## config.mk

```make
export PLATFORM = sky130hd
export DESIGN_NAME = sdram_cmd_tracker
export DESIGN_NICKNAME = d
export VERILOG_FILES = /design/src/rtl/sdram_trk_pkg.sv /design/src/rtl/sdram_trk_ctrl.sv /design/src/rtl/sdram_trk_dp.sv /design/src/rtl/sdram_cmd_tracker.sv
export SDC_FILE = /design/constraint.sdc
export NUM_CORES = 1
export LEC_CHECK = 0
export BUFFER_PORTS_ARGS = -buffer_cell sky130_fd_sc_hd__clkbuf_2
export CAP_MARGIN = 40
export CORE_ASPECT_RATIO = 1.25
export CORE_UTILIZATION = 46
export DETAILED_ROUTE_END_ITERATION = 6
export PLACE_DENSITY = 0.75
export SLEW_MARGIN = 20
export SYNTH_ARGS = -nofsm -noshare
export SYNTH_HDL_FRONTEND = slang
export SYNTH_HIERARCHICAL = 1
export SYNTH_SLANG_ARGS = --single-unit
```

## constraint.sdc

```tcl
create_clock -name clk -period 2.1 [get_ports clk]
set_input_delay 0.105 -clock clk [delete_from_list [all_inputs] [get_ports clk]]
set_output_delay 0.105 -clock clk [all_outputs]
set_load 0.01 [all_outputs]
```

## src/rtl/sdram_trk_pkg.sv

```systemverilog
package sdram_trk_pkg;

  typedef enum logic [2:0] {
    CMD_NOP  = 3'd0,
    CMD_ACT  = 3'd1,
    CMD_RD   = 3'd2,
    CMD_WR   = 3'd3,
    CMD_PRE  = 3'd4,
    CMD_REF  = 3'd5,
    CMD_MRS  = 3'd6,
    CMD_BST  = 3'd7
  } cmd_e;

  // strobes from control to datapath, valid for one clock
  typedef struct packed {
    cmd_e cmd;
    logic openRow;
    logic closeSel;
    logic closeAll;
    logic loadMode;
    logic loadExt;
    logic err;
  } strobe_t;

endpackage

```

## src/rtl/sdram_trk_ctrl.sv

```systemverilog
module sdram_trk_ctrl
  import sdram_trk_pkg::*;
#(
  parameter int NUM_BANKS = 4,
  localparam int BANK_W = $clog2(NUM_BANKS)
) (
  input  logic                 cke,
  input  logic                 csN,
  input  logic                 rasN,
  input  logic                 casN,
  input  logic                 weN,
  input  logic [BANK_W-1:0]    bankAddr,
  input  logic                 apFlag,
  input  logic [2:0]           clField,
  input  logic [2:0]           blField,
  input  logic [NUM_BANKS-1:0] bankOpen,
  output strobe_t              stb,
  output logic [NUM_BANKS-1:0] bankHot
);

  cmd_e cmdDec;
  logic selOpen;
  logic anyOpen;
  logic modeOk;

  for (genvar b = 0; b < NUM_BANKS; b++) begin : g_hot
    assign bankHot[b] = (bankAddr == BANK_W'(b));
  end

  assign selOpen = |(bankOpen & bankHot);
  assign anyOpen = |bankOpen;
  assign modeOk  = (clField inside {3'd3, 3'd4, 3'd5}) &&
                   (blField inside {3'd1, 3'd2, 3'd3});

  always_comb begin
    if (!cke || csN) begin
      cmdDec = CMD_NOP;
    end else begin
      case ({rasN, casN, weN})
        3'b011:  cmdDec = CMD_ACT;
        3'b101:  cmdDec = CMD_RD;
        3'b100:  cmdDec = CMD_WR;
        3'b010:  cmdDec = CMD_PRE;
        3'b001:  cmdDec = CMD_REF;
        3'b000:  cmdDec = CMD_MRS;
        3'b110:  cmdDec = CMD_BST;
        default: cmdDec = CMD_NOP;
      endcase
    end
  end

  always_comb begin
    stb          = '0;
    stb.cmd      = cmdDec;
    case (cmdDec)
      CMD_ACT: begin
        if (selOpen) stb.err = 1'b1;
        else         stb.openRow = 1'b1;
      end
      CMD_RD, CMD_WR: begin
        if (!selOpen)    stb.err = 1'b1;
        else if (apFlag) stb.closeSel = 1'b1;
      end
      CMD_PRE: begin
        if (apFlag) stb.closeAll = 1'b1;
        else        stb.closeSel = 1'b1;
      end
      CMD_MRS: begin
        if (anyOpen) begin
          stb.err = 1'b1;
        end else if (bankAddr == BANK_W'(0)) begin
          if (modeOk) stb.loadMode = 1'b1;
          else        stb.err = 1'b1;
        end else if (bankAddr == BANK_W'(1)) begin
          stb.loadExt = 1'b1;
        end
      end
      default: ;
    endcase
  end

endmodule

```

## src/rtl/sdram_trk_dp.sv

```systemverilog
module sdram_trk_dp
  import sdram_trk_pkg::*;
#(
  parameter int NUM_BANKS = 4,
  parameter int ROW_W     = 12,
  parameter int ADDR_W    = 12,
  parameter logic [ADDR_W-1:0] MODE_RST = 'h032
) (
  input  logic                       clk,
  input  logic                       rstN,
  input  strobe_t                    stb,
  input  logic [NUM_BANKS-1:0]       bankHot,
  input  logic [ADDR_W-1:0]          addr,
  output logic [NUM_BANKS-1:0]       bankOpen,
  output logic [NUM_BANKS*ROW_W-1:0] bankRow,
  output logic [ADDR_W-1:0]          modeReg,
  output logic [ADDR_W-1:0]          extModeReg,
  output logic [2:0]                 cmdCode,
  output logic                       errPulse
);

  for (genvar g = 0; g < NUM_BANKS; g++) begin : g_bank
    logic             openQ;
    logic [ROW_W-1:0] rowQ;

    always_ff @(posedge clk) begin
      if (!rstN) begin
        openQ <= 1'b0;
        rowQ  <= '0;
      end else if (stb.openRow && bankHot[g]) begin
        openQ <= 1'b1;
        rowQ  <= addr[ROW_W-1:0];
      end else if (stb.closeAll || (stb.closeSel && bankHot[g])) begin
        openQ <= 1'b0;
      end
    end

    assign bankOpen[g]                  = openQ;
    assign bankRow[g*ROW_W +: ROW_W]    = rowQ;
  end

  always_ff @(posedge clk) begin
    if (!rstN) begin
      modeReg    <= MODE_RST;
      extModeReg <= '0;
      cmdCode    <= CMD_NOP;
      errPulse   <= 1'b0;
    end else begin
      if (stb.loadMode) modeReg    <= addr;
      if (stb.loadExt)  extModeReg <= addr;
      cmdCode  <= stb.cmd;
      errPulse <= stb.err;
    end
  end

endmodule

```

## src/rtl/sdram_cmd_tracker.sv

```systemverilog
module sdram_cmd_tracker
  import sdram_trk_pkg::*;
#(
  parameter int NUM_BANKS = 4,
  parameter int ROW_W     = 12,
  parameter int ADDR_W    = 12,
  parameter int AP_BIT    = 10,
  parameter logic [ADDR_W-1:0] MODE_RST = 'h032,
  localparam int BANK_W = $clog2(NUM_BANKS)
) (
  input  logic                       clk,
  input  logic                       rstN,
  input  logic                       cke,
  input  logic                       csN,
  input  logic                       rasN,
  input  logic                       casN,
  input  logic                       weN,
  input  logic [BANK_W-1:0]          bankAddr,
  input  logic [ADDR_W-1:0]          addr,
  output logic [2:0]                 cmdCode,
  output logic [NUM_BANKS-1:0]       bankOpen,
  output logic [NUM_BANKS*ROW_W-1:0] bankRow,
  output logic [ADDR_W-1:0]          modeReg,
  output logic [ADDR_W-1:0]          extModeReg,
  output logic                       errPulse
);

  strobe_t              stb;
  logic [NUM_BANKS-1:0] bankHot;

  sdram_trk_ctrl #(.NUM_BANKS(NUM_BANKS)) u_ctrl (
    .cke      (cke),
    .csN      (csN),
    .rasN     (rasN),
    .casN     (casN),
    .weN      (weN),
    .bankAddr (bankAddr),
    .apFlag   (addr[AP_BIT]),
    .clField  (addr[6:4]),
    .blField  (addr[2:0]),
    .bankOpen (bankOpen),
    .stb      (stb),
    .bankHot  (bankHot)
  );

  sdram_trk_dp #(
    .NUM_BANKS (NUM_BANKS),
    .ROW_W     (ROW_W),
    .ADDR_W    (ADDR_W),
    .MODE_RST  (MODE_RST)
  ) u_dp (
    .clk        (clk),
    .rstN       (rstN),
    .stb        (stb),
    .bankHot    (bankHot),
    .addr       (addr),
    .bankOpen   (bankOpen),
    .bankRow    (bankRow),
    .modeReg    (modeReg),
    .extModeReg (extModeReg),
    .cmdCode    (cmdCode),
    .errPulse   (errPulse)
  );

endmodule

```

==> results of run 1 <==
==> final timing paths <==
kind                            cells past startpoint                     from                      end  slack (ns)
worst max-delay path                                6     u_dp/g_bank[1].openQ          u_dp/modeReg[4]        0.08
worst min-delay path                                3                  addr[8]   u_dp/g_bank[0].rowQ[8]        0.07
worst max register to register                      6     u_dp/g_bank[1].openQ          u_dp/modeReg[4]        0.08
worst min register to register                      2  u_dp/g_bank[3].rowQ[11]  u_dp/g_bank[3].rowQ[11]        0.47
==> power groups by stage <==
stage               sequential [W]  combinational [W]  clock, W
floorplan                  0.00157          0.0000797         0
global placement           0.00156           0.000166         0
detailed placement         0.00156           0.000168         0
CTS                        0.00153           0.000168   0.00125
global route               0.00153           0.000179   0.00132
finish                     0.00153           0.000167   0.00122
==> cell type report <==
| cell class | instances | share of cell area |
|---|---|---|
| multi-input cells | 249 | 0.394 |
| flip-flops and latches | 80 | 0.384 |
| repair buffers | 109 | 0.142 |
| clock buffers | 11 | 0.0315 |
| well taps | 90 | 0.0270 |
| clock inverters | 5 | 0.0195 |
| inverters | 2 | 0.00180 |
==> critical path, delay by kind of cell, from the launching register on <==
family	cells	cell delay, ns
AO/OA/AOI/OAI	1	0.41
buffers and inverters	1	0.17
flip-flops	1	0.34
multiplexers	1	0.19
AND/OR/NAND/NOR	3	0.80
==> layer usage <==
metal | routed length [um] | track usage
met5 | 0 | 0
met3 | 416 | 0.0477
met2 | 4320 | 0.393
met1 | 3470 | 0.273
met4 | 244 | 0.113
==> registers in the layout, indices dropped and copies added (netlist names) <==
register / cells
u_dp/g_bank.openQ: 4
u_dp/g_bank.rowQ: 48
u_dp/modeReg: 12
u_dp/errPulse: 1
u_dp/cmdCode: 3
u_dp/extModeReg: 12
==> per-stage QoR <==
step	std cells	hold slack (ns)
floorplan	354	0.233
global placement	530	0.441
detailed placement	530	0.447
CTS	546	0.0627
global route	546	0.0653
finish	546	0.0740
==> synth_stat cells, drive strengths merged <==
master  instances
a2111o          1
buf            14
nor2            9
o21ai           1
nor3            1
a21boi         52
mux4            1
and2            9
and3            1
nand2         110
inv             2
a31oi           1
clkbuf          9
nor2b          23
or4             1
maj3            1
o211ai          1
and4bb          1
dfxtp          80
nor3b           1
nor4            2
mux2i          25
nand2b          2
xnor2           1
nand3b          5
==> logic make-up (layout without fill, tap and decap cells) <==
logic type	after synthesis	count (layout)	share of synthesized area
buffers and inverters	25	127	0.0479
AO/OA/AOI/OAI	56	56	0.171
flip-flops	80	80	0.471
multiplexers	26	26	0.0803
XOR/XNOR	1	1	0.00258
adder cells (fa/ha/maj)	1	1	0.00295
AND/OR/NAND/NOR	165	165	0.224
==> summary by stage, run 1 <==
Power and ir drop
The reported net switching power is 0.000650 W. The internal power contribution is 0.00226 W. Summed over all cells, the static leakage comes to 1.59 nW. The power consumption is 0.00291 W.

Of the total power, the clock network draws 0.419. The share of power burned in registers is 0.524. VDD sags by at most 415 uV. Of the total power, the share spent switching nets is 0.223. The combinational share of power is 0.057. The total power per unit cell area is 699 mW/mm^2.

Floorplan
For this configuration, the core starts out at a cell density of 0.481. The site row count is 34. Measured along the y axis, the die boundary spans 98.1 um. The core area is 0.00706 mm^2. The die outline area is 0.00773 mm^2. The I/O pin total is 101.

Measured along the x axis, the die boundary spans 78.9 um.

Timing
The final count of hold timing violations is 0. The maximum clock skew at final layout is 0.00828 ns. The worst slew slack as a fraction of its limit is 0.445. The setup TNS is 0 ns. The final clock period utilization by the worst path is 0.962.

Setup repair after global routing left no endpoint under its margin. The clock period could shrink to 2.02 ns. Static timing analysis puts the maximum clock frequency at 495 MHz. Setup violations remaining at the end of the flow were counted as 0. The worst path meets setup with 0.0806 ns of slack. The measured slew at the worst slew-check pin is 0.832 ns. The final-report max-slew violation count was 0.

Setup path
The critical path arrival is 2.26 ns. The worst setup path is of the register to register kind. The highest net fanout along the worst path is 12. The critical path required time is 2.34 ns. The worst setup path is captured at a register. Among all stages on the critical path, the largest delay is contributed by sky130_fd_sc_hd__or4_4. The startpoint kind of the worst setup timing path is a register. For this run, the slowest stage of the critical path takes 0.56 ns. The signal on the critical path passes through or4_4 -> a2111o_1 -> nor2_2 -> buf_12 -> mux2i_1 -> nand2_1.

Final layout
The area of the multi-input gates is 0.00164 mm^2. In the layout the commonest cells are 110 x sky130_fd_sc_hd__nand2_1, 100 x sky130_fd_sc_hd__clkbuf_2, 80 x sky130_fd_sc_hd__dfxtp_1, 40 x sky130_fd_sc_hd__a21boi_2, 25 x sky130_fd_sc_hd__mux2i_1. The fraction of layout instances using a drive strength above 1 is 0.382. Leaving out fill and tap cells, the most frequent cell in the layout is sky130_fd_sc_hd__nand2_1. The number of nets in the final layout is 472. The fraction of the core area covered by cells at the end of the flow is 0.590. The sequential cell area in the final layout is 0.00160 mm^2. The number of antenna repair diodes is 0. The area growth from synthesis to layout is 22.7%. The total non-filler cell area in the finished layout is 0.00417 mm^2.

The layout has 685 filler cells.

Routing
In this run, the number of DRC markers left after iteration 0 of detailed routing was 163. The first-pass iteration count of the detailed router is 4. After detailed routing, the number of remaining DRC violations is 0. The final wirelength is 8450 um. After detailed routing, the average wire length per cell comes to 15.5 um. In the routed layout, each cell is associated on average with a via count of 5.08. For this block, the via count after detailed routing is 2,774. The remaining antenna violation count is 0.

Clock tree
The number of setup buffers added after CTS is 0. The number of H-tree levels is 3. The clock drives 80 sinks. TritonCTS created 9 clock buffers.

TritonCTS built the clock tree. Counting along the longest clock path gives a buffer depth of 2. The tree is rooted in a sky130_fd_sc_hd__clkbuf_8. The clock reaches the later pin of the worst-skew pair after 0.35 ns. Gates resized during post-CTS repair numbered 0. Clock-pin slew was measured on the worst setup and hold paths at 0.08 ns. The cts-stage hold buffer count is 0.

Synth
The synthesized design spends more area on one cell type than any other, namely sky130_fd_sc_hd__dfxtp_1. A synthesized cell averages 9.60 um^2. In the synthesized netlist, the number of instances is 354. Yosys printed 6 warnings. By area the synthesized netlist is led by sky130_fd_sc_hd__dfxtp_1 47%, sky130_fd_sc_hd__a21boi_2 13%, sky130_fd_sc_hd__nand2_1 12%, sky130_fd_sc_hd__mux2i_1 7.4%, sky130_fd_sc_hd__nor2b_1 4.2%. The sequential share of the synthesized area is 0.471.

The number of synthesized register bits is 80. The area share of the leading cell type in the synthesized netlist is 0.471. The netlist area before placement is 0.00340 mm^2. The number of different library cells used by synthesis comes to 31. The number of nets handed over by synthesis was 375.

GRT
The first global-routing pass estimated 13,400 um of wire. The global routing usage summed across all routing layers is 0.231. The initial antenna violation count was 0. Entering global routing, the biggest net connects 54 pins. The total overflow left after global routing is 0. The via count of the first global-routing pass was 2,665.

Placed design
The congestion estimate from routability-driven global placement came to 0.903. The placed cell area is 0.00396 mm^2. The number of I/O port buffers is 100. The post-place setup slack is 0.111 ns. The HPWL after detailed placement is 5950 um.

Flow run
The max-capacitance violation count is 0.

Hold path
The path category of the worst min-delay check is input port to register.

Status
The flow ran to the end, and the final reports show no timing, DRC or antenna violations.
(Power assumes the default switching activity.)
==> inputs of run 2 (changes only) <==
Settings changed: BUFFER_PORTS_ARGS -buffer_cell sky130_fd_sc_hd__clkbuf_2 to -buffer_cell sky130_fd_sc_hd__buf_2, CELL_PAD_IN_SITES_DETAIL_PLACEMENT from default to 1, CELL_PAD_IN_SITES_GLOBAL_PLACEMENT from default to 2, CORE_UTILIZATION 46 to 27, GPL_TIMING_DRIVEN from default to 0, PLACE_DENSITY 0.75 to default, PLACE_DENSITY_LB_ADDON from default to 0.1.
==> run 2 against run 1 <==
  * Via count fell by 0.25%
  * Flip-flop and latch count did not move
  * Worst hold slack improved by 0.018 ns
  * Clock-buffer cell count fell by 2
  * Final area rose by 8.7%
  * Global-route usage fell by 6.3 points
  * Clock power rose by 49%
  * Sequential share of layout area fell by 3.0 points
  * Largest power group is now the clock network
  * Register-to-register slack got worse by 0.06 ns
  * Sequential power barely moved
  * Setup slack got worse by 0.058 ns
==> summary by stage, run 2 (synthesis gave the netlist of run 1 again) <==
Floorplan
The site row count is 45 (+32%). The core area came to 0.0122 mm^2 (+73%). The die width is 102 um (+30%).

The die outline area came to 0.0130 mm^2 (+69%). The I/O pin total is 101 (unchanged). The height of the die is 127 um (+30%). The effective utilization at floorplan is 0.278 (-0.203).

Final layout
The fraction of layout instances using a drive strength above 1 is 0.397 (+0.0154). The top register by number of flip-flops is u_dp/g_bank.rowQ. The number of nets in the final layout was 487 (+3.2%). The library cell used most frequently in the layout, excluding fill and tap cells, is sky130_fd_sc_hd__nand2_1. The top cell types in the final layout, fill and taps aside, are 110 x sky130_fd_sc_hd__nand2_1, 100 x sky130_fd_sc_hd__buf_2, 76 x sky130_fd_sc_hd__dfxtp_1, 40 x sky130_fd_sc_hd__a21boi_2, 24 x sky130_fd_sc_hd__mux2i_1. Relative to the synthesized area, the layout overhead comes to 33.4%.

The flip-flop count of the largest register after layout is 48 (unchanged). The number of antenna repair diodes came to 0 (unchanged). In the final layout, the registers with the most flip-flops are u_dp/g_bank.rowQ x48, u_dp/extModeReg x12, u_dp/modeReg x12.

Routing
The remaining antenna violation count is 0 (unchanged). The number of vias in the routed layout is 2,767 (-0.25%). The residual DRC count is 0 (unchanged). The final wirelength came to 10,400 um (+23%). The initial DRC count came to 64 (-61%).

The routed wirelength normalized by instance count is 16.3 um (+5.5%). The via count normalized by instance count is 4.36 (-14%). The first-pass iteration count of the detailed router is 4 (unchanged).

Flow run
The max-capacitance violation count is 0 (unchanged).

Placed design
The number of I/O port buffers is 99 (-1.0%). The post-place setup slack is -0.262 ns (-0.374 ns). The routability congestion estimate from global placement came to 0.697 (-23%). The HPWL after detailed placement is 7410 um (+25%).

Timing
The maximum clock skew at final layout was 0.00781 ns (-0.000462 ns). The number of endpoints failing setup at the final stage is 0 (unchanged). The final count of hold timing violations is 0 (unchanged).

The final-report max-slew violation count was 0 (unchanged). The time the worst path needs with I/O delays and setup is 2.08 ns (+0.0584 ns). Setup repair after global routing could not meet its margin everywhere. The post-layout worst setup margin is 0.0221 ns (-0.0584 ns). The final clock period utilization by the worst path was 0.989 (+0.0278).

The worst slew slack as a fraction of its limit is 0.621 (+0.175). The measured slew at the worst slew-check pin was 0.564 ns (-0.268 ns). The fmax came to 481 MHz (-2.8%).

Setup path
The largest stage delay on the critical path is 0.45 ns (-0.11 ns). The highest net fanout along the worst path came to 5 (-7). The critical path required time is 2.32 ns (-0.02 ns). STA classifies the critical path endpoint as a register. The critical path arrival came to 2.29 ns (+0.03 ns).

The startpoint kind of the worst setup timing path is a register. The slowest stage cell on the critical path is sky130_fd_sc_hd__or4_4. The signal on the critical path passes through buf_4 -> or4_4 -> a2111o_1 -> nor2_4 -> clkbuf_16 -> mux2i_1 -> nand2_1. The critical path in this run is classified as register to register.

Power and ir drop
The internal power contribution is 0.00276 W (+22%). The share of power burned in registers is 0.433 (-0.091). The total power per unit cell area was 779 mW/mm^2 (+11%). The maximum vdd ir drop came to 406 uV (-2.1%). The leakage power is 1.77 nW (+11%). The switching share of power is 0.218 (-0.00474). The power consumption is 0.00353 W (+21%). The reported net switching power came to 0.000770 W (+19%). The share of total power in the clock network is 0.517 (+0.098). The combinational share of power came to 0.050 (-0.007).

Clock tree
The maximum number of buffers from clock root to sink is 2 (unchanged). The clock transition time at the flip-flop clock pins of the worst setup and hold paths is 0.06 ns (-0.02 ns). The clock root buffer is sky130_fd_sc_hd__clkbuf_16. The clock latency at the later pin of the worst-skew pair is 0.34 ns (about the same).

The number of sinks driven by the clock tree is 80 (unchanged). The number of H-tree levels is 3 (unchanged). The TritonCTS clock tree is built. The total CTS buffers is 9 (unchanged).

GRT
The global route total overflow was 0 (unchanged). The global-route wire length before repair is 16,000 um (+20%). The via count of the first global-routing pass came to 2,896 (+8.7%). The global routing usage summed across all routing layers was 0.167 (-0.0631).

The initial antenna violation count came to 0 (unchanged). The largest net degree at the start of global routing is 15 (-72%).

Status
The flow ran to the end, and the final reports show no timing, DRC or antenna violations.

Hold path
The path category of the worst min-delay check is input port to register.
run 2: cell count changes in the layout (fill, tap and decap cells not counted), moves of 3 or more:
cell / delta
sky130_fd_sc_hd__buf_2: +100
sky130_fd_sc_hd__clkbuf_2: -100
sky130_fd_sc_hd__clkbuf_16: +10
sky130_fd_sc_hd__clkbuf_8: -9
sky130_fd_sc_hd__clkbuf_1: +7
sky130_fd_sc_hd__dfxtp_1: -4
sky130_fd_sc_hd__dfxtp_2: +4
sky130_fd_sc_hd__buf_8: +3
run 2: worst max-delay path, delay by kind of cell, from the launching register on:
family | cells | cell delay (ns)
AND/OR/NAND/NOR | 3 | 0.72
flip-flops | 1 | 0.32
buffers and inverters | 2 | 0.31
AO/OA/AOI/OAI | 1 | 0.43
multiplexers | 1 | 0.17
run 2: cell type report:
| cell class | count | area, um^2 |
|---|---|---|
| Clock inverter | 7 | 120 |
| Tap cell | 164 | 205 |
| Buffer | 20 | 156 |
| Sequential cell | 80 | 1610 |
| Timing Repair Buffer | 104 | 551 |
| Clock buffer | 9 | 225 |
| Multi-Input combinational cell | 249 | 1660 |
| Inverter | 2 | 7.51 |
| Fill cell | 1467 | 7690 |
run 2: repair_timing:
item | in CTS | in global routing
gates cloned | 0 | 1
pin swaps | 3 | 3
resized for setup | 3 | 13
endpoints found under the setup margin | 62 | 38
setup buffers | 2 | 2
hold buffers | 0 | 0
run 2: final timing paths:
check	startpoint	to	slack (ns)	depth (start not counted)
max	u_dp/g_bank[1].openQ	u_dp/modeReg[4]	0.02	7
min	addr[3]	u_dp/g_bank[3].rowQ[3]	0.09	3
max reg2reg	u_dp/g_bank[1].openQ	u_dp/modeReg[4]	0.02	7
min reg2reg	u_dp/g_bank[3].rowQ[0]	u_dp/g_bank[3].rowQ[0]	0.46	2
run 2: metal layers:
metal / GRT usage / share of wire / vias to the layer above
met1: 0.202 / 0.45 / 1320
met3: 0.0405 / 0.041 / 10
met4: 0.0588 / 0.014 / 0
li1: - / - / 1376
met5: 0 / 0 / -
met2: 0.286 / 0.50 / 61
run 2: stage by stage:
| step | hold slack [ns] | cell area, um^2 | setup TNS, ns | util | std cells |
|---|---|---|---|---|---|
| global placement | 0.433 | 4110 | -11.97 | 0.336 | 617 |
| detailed placement | 0.440 | 4110 | -11.84 | 0.336 | 617 |
| global route | 0.0941 | 4530 | -0.503 | 0.371 | 635 |
| CTS | 0.0853 | 4490 | 0 | 0.367 | 635 |
| finish | 0.0915 | 4530 | 0 | 0.371 | 635 |
| floorplan | 0.233 | 3410 | 0 | - | 354 |
run 2: power groups by stage:
stage,clock network (W),registers (W),logic (W)
after floorplan,0,0.00157,0.0000797
after global placement,0,0.00156,0.000176
after detailed placement,0,0.00156,0.000177
after CTS,0.00187,0.00153,0.000181
after global routing,0.00193,0.00153,0.000195
final,0.00182,0.00153,0.000176
==> inputs of run 3 (changes only) <==
Settings changed: SETUP_SLACK_MARGIN from default to 0.2.
==> run 3 against run 2 <==
  * Sequential power about the same
  * Clock-buffer cell count increased by 3
  * Power decreased by 2.3%
  * First-iteration DRC count increased by 66%
  * Clock skew decreased by 0.0022 ns
  * Core utilization increased by 4.7 points
  * Via count increased by 3.5%
  * Fmax increased by 1.7%
  * Largest power group unchanged
  * Highest routed layer unchanged
==> summary by stage, run 3 (synthesis gave the netlist of run 1 again) <==
Power and ir drop
The switching share of power is 0.215 (-0.00344). The leakage power is 2.17 nW (+23%). The maximum vdd ir drop is 305 uV (-25%). The reported net switching power came to 0.000740 W (-3.9%). The combinational share of power was 0.061 (+0.011). The share of total power in the clock network is 0.496 (-0.021). The total power per unit cell area came to 675 mW/mm^2 (-13%). The share of power burned in registers came to 0.443 (+0.010).

The internal power contribution is 0.00271 W (-1.9%).

Clock tree
The total CTS buffers was 9 (unchanged). The clock transition time at the flip-flop clock pins of the worst setup and hold paths is 0.06 ns (about the same). The maximum number of buffers from clock root to sink came to 2 (unchanged). The number of sinks driven by the clock tree is 80 (unchanged).

The cts-stage hold buffer count is 0 (unchanged). The number of H-tree levels is 3 (unchanged). TritonCTS built the clock tree. CTS placed an instance of sky130_fd_sc_hd__clkbuf_16 at the clock tree root. The clock latency at the later pin of the worst-skew pair is 0.33 ns (about the same).

Hold path
In this run the worst hold path is classified as input port to register. The hold path depth is 3 (unchanged). The startpoint identified for the worst hold timing path is addr[1]. For hold timing, the worst endpoint is u_dp/g_bank[3].rowQ[1].

Floorplan
The die width came to 102 um (unchanged). The I/O pin total is 101 (unchanged). The core area came to 0.0122 mm^2 (unchanged). The effective utilization at floorplan was 0.278 (unchanged). The height of the die is 127 um (unchanged). The site row count was 45 (unchanged). The die outline area was 0.0130 mm^2 (unchanged).

Routing
The first-pass iteration count of the detailed router is 4 (unchanged). The via count normalized by instance count is 4.39 (+0.65%). The final wirelength was 10,900 um (+5.5%). The routed wirelength normalized by instance count is 16.8 um (+2.6%). The number of vias in the routed layout was 2,864 (+3.5%). The initial DRC count came to 106 (+66%). The residual DRC count is 0 (unchanged). The remaining antenna violation count is 0 (unchanged).

Setup path
The minimum setup slack among reg-to-reg paths is 0.06 ns (+0.04 ns). The critical path arrival is 2.27 ns (-0.02 ns). The signal on the critical path passes through buf_6 -> or4_4 -> buf_4 -> and4bb_4 -> buf_12 -> mux2i_2 -> nor2b_1. The depth of the most critical reg-to-reg path is 7 (unchanged). The largest stage delay on the critical path came to 0.55 ns (+0.10 ns). In this run the critical register-to-register path is launched from u_dp/g_bank[2].openQ. The slowest stage cell on the critical path is sky130_fd_sc_hd__or4_4.

The worst setup path is captured at a register. The family with the most delay on the worst path is simple AND/OR/NAND/NOR gates. The worst setup path is launched from a register. The capturing point of the worst reg2reg path is u_dp/extModeReg[4]. The number of buffers and inverters on the critical path is 3 (+1). The critical path required time is 2.32 ns (about the same). The highest net fanout along the worst path is 5 (unchanged).

The critical path in this run is classified as register to register.

Final layout
The largest registers in the layout are u_dp/g_bank.rowQ x48, u_dp/extModeReg x12, u_dp/modeReg x12. The commonest non-fill, non-tap cell in the layout is sky130_fd_sc_hd__buf_2. The top cell types in the final layout, fill and taps aside, are 100 x sky130_fd_sc_hd__buf_2, 76 x sky130_fd_sc_hd__dfxtp_1, 75 x sky130_fd_sc_hd__nand2_1, 41 x sky130_fd_sc_hd__a21boi_2, 27 x sky130_fd_sc_hd__nand2_4. The number of nets in the final layout came to 506 (+3.9%). The sequential cell area in the final layout is 0.00161 mm^2 (unchanged). The post-route non-filler standard cell count came to 653 (+2.8%). The area growth from synthesis to layout is 50.4%. The top register by number of flip-flops is u_dp/g_bank.rowQ. The area of the multi-input gates is 0.00190 mm^2 (+14%). The flip-flop count of the largest register after layout is 48 (unchanged). The number of antenna repair diodes came to 0 (unchanged).

The fill cell instance count of the final layout is 1,427 (-2.7%). The fraction of layout instances using a drive strength above 1 is 0.495 (+0.0979).

GRT
The initial antenna violation count was 0 (unchanged). The via count of the first global-routing pass is 2,948 (+1.8%). The global route total overflow is 0 (unchanged).

The global-route wire length before repair is 16,700 um (+4.4%). The global routing usage summed across all routing layers is 0.178 (+0.0109). The largest net degree at the start of global routing is 13 (-2).

Timing
The final clock period utilization by the worst path is 0.972 (-0.0170). The final-report max-slew violation count is 0 (unchanged). The time the worst path needs with I/O delays and setup is 2.04 ns (-0.0357 ns). The number of endpoints failing setup at the final stage was 0 (unchanged). The maximum clock skew at final layout came to 0.00558 ns (-0.00223 ns). The fmax is 490 MHz (+1.7%). The final count of hold timing violations came to 0 (unchanged). Setup repair after global routing could not meet its margin everywhere. The worst slew slack as a fraction of its limit came to 0.609 (-0.0121).

The setup TNS is 0 ns (unchanged). The measured slew at the worst slew-check pin is 0.582 ns (+0.0180 ns).

Flow run
The max-capacitance violation count came to 0 (unchanged).

Placed design
The HPWL after detailed placement is 7380 um (-0.52%). The routability congestion estimate from global placement is 0.708 (+1.6%). The number of I/O port buffers is 99 (unchanged). The number of cells in the design after placement is 617 (unchanged).

Status
The run finished with clean final reports.
==> run 3: changes by cell type in the layout (fill, tap and decap cells not counted), sizes merged <==
cell / before / now
clkinvlp: 1 / 0
clkbuf: 19 / 22
bufinv: 3 / 2
buf: 114 / 133
clkinv: 3 / 1
==> run 3: worst max-delay path by stage <==
stage	start	endpoint	slack, ns	depth (start not counted)
after floorplan	u_dp/g_bank[2].openQ	u_dp/modeReg[1]	0.04	7
after global placement	u_dp/g_bank[0].openQ	u_dp/modeReg[4]	-0.1	7
after detailed placement	u_dp/g_bank[2].openQ	u_dp/modeReg[4]	-0.12	7
after CTS	u_dp/g_bank[2].openQ	u_dp/modeReg[4]	0.06	7
after global routing	u_dp/g_bank[2].openQ	u_dp/modeReg[5]	0.01	7
final	u_dp/g_bank[2].openQ	u_dp/extModeReg[4]	0.06	7
==> run 3: power by group through the flow <==
stage          logic (W)  registers, W  clock network [W]
2_1_floorplan  0.0000813       0.00157                  0
5_1_grt         0.000227       0.00153            0.00184
3_5_place_dp    0.000179       0.00156                  0
6_report        0.000209       0.00153            0.00171
3_3_place_gp    0.000177       0.00156                  0
4_1_cts         0.000196       0.00153            0.00175
==> run 3: layout make-up <==
| cell class | count | share of cell area |
|---|---|---|
| Multi-Input combinational cell | 249 | 0.371 |
| Sequential cell | 80 | 0.314 |
| Timing Repair Buffer | 120 | 0.163 |
| Clock buffer | 12 | 0.0502 |
| Buffer | 23 | 0.0468 |
| Tap cell | 164 | 0.0402 |
| Clock inverter | 3 | 0.0127 |
| Inverter | 2 | 0.00147 |
==> run 3: stage by stage <==
step                      power (W)  worst slack, ns  utilization  instance area (um^2)  hold slack, ns
final                       0.00345           0.0578        0.418                  5110           0.110
after detailed placement    0.00174           -0.124        0.338                  4130           0.451
after floorplan             0.00165           0.0363            -                  3430           0.233
after global placement      0.00174          -0.0990        0.338                  4130           0.450
after global routing        0.00359           0.0109        0.418                  5110           0.113
after CTS                   0.00348           0.0563        0.400                  4890          0.0787
==> run 3: repair_timing <==
action                     in CTS  in global routing
setup endpoints to repair      75                 77
pin swaps                      10                 30
cloned                          6                  1
resized for setup              47                 57
setup buffers                  14                  0
==> run 3: routing by layer <==
metal,track usage,part of all wire,vias to the layer above
met5,0,0,-
met4,0.0529,0.010,0
met3,0.0470,0.045,11
met2,0.302,0.51,64
met1,0.219,0.44,1368
li1,-,-,1421
==> run 3: worst reg2reg max path: stages (launching register included) <==
cell and delay (ns):
sky130_fd_sc_hd__dfxtp_2 0.32, sky130_fd_sc_hd__buf_6 0.11, sky130_fd_sc_hd__or4_4 0.55, sky130_fd_sc_hd__buf_4 0.16
sky130_fd_sc_hd__and4bb_4 0.37, sky130_fd_sc_hd__buf_12 0.15, sky130_fd_sc_hd__mux2i_2 0.22, sky130_fd_sc_hd__nor2b_1 0.06
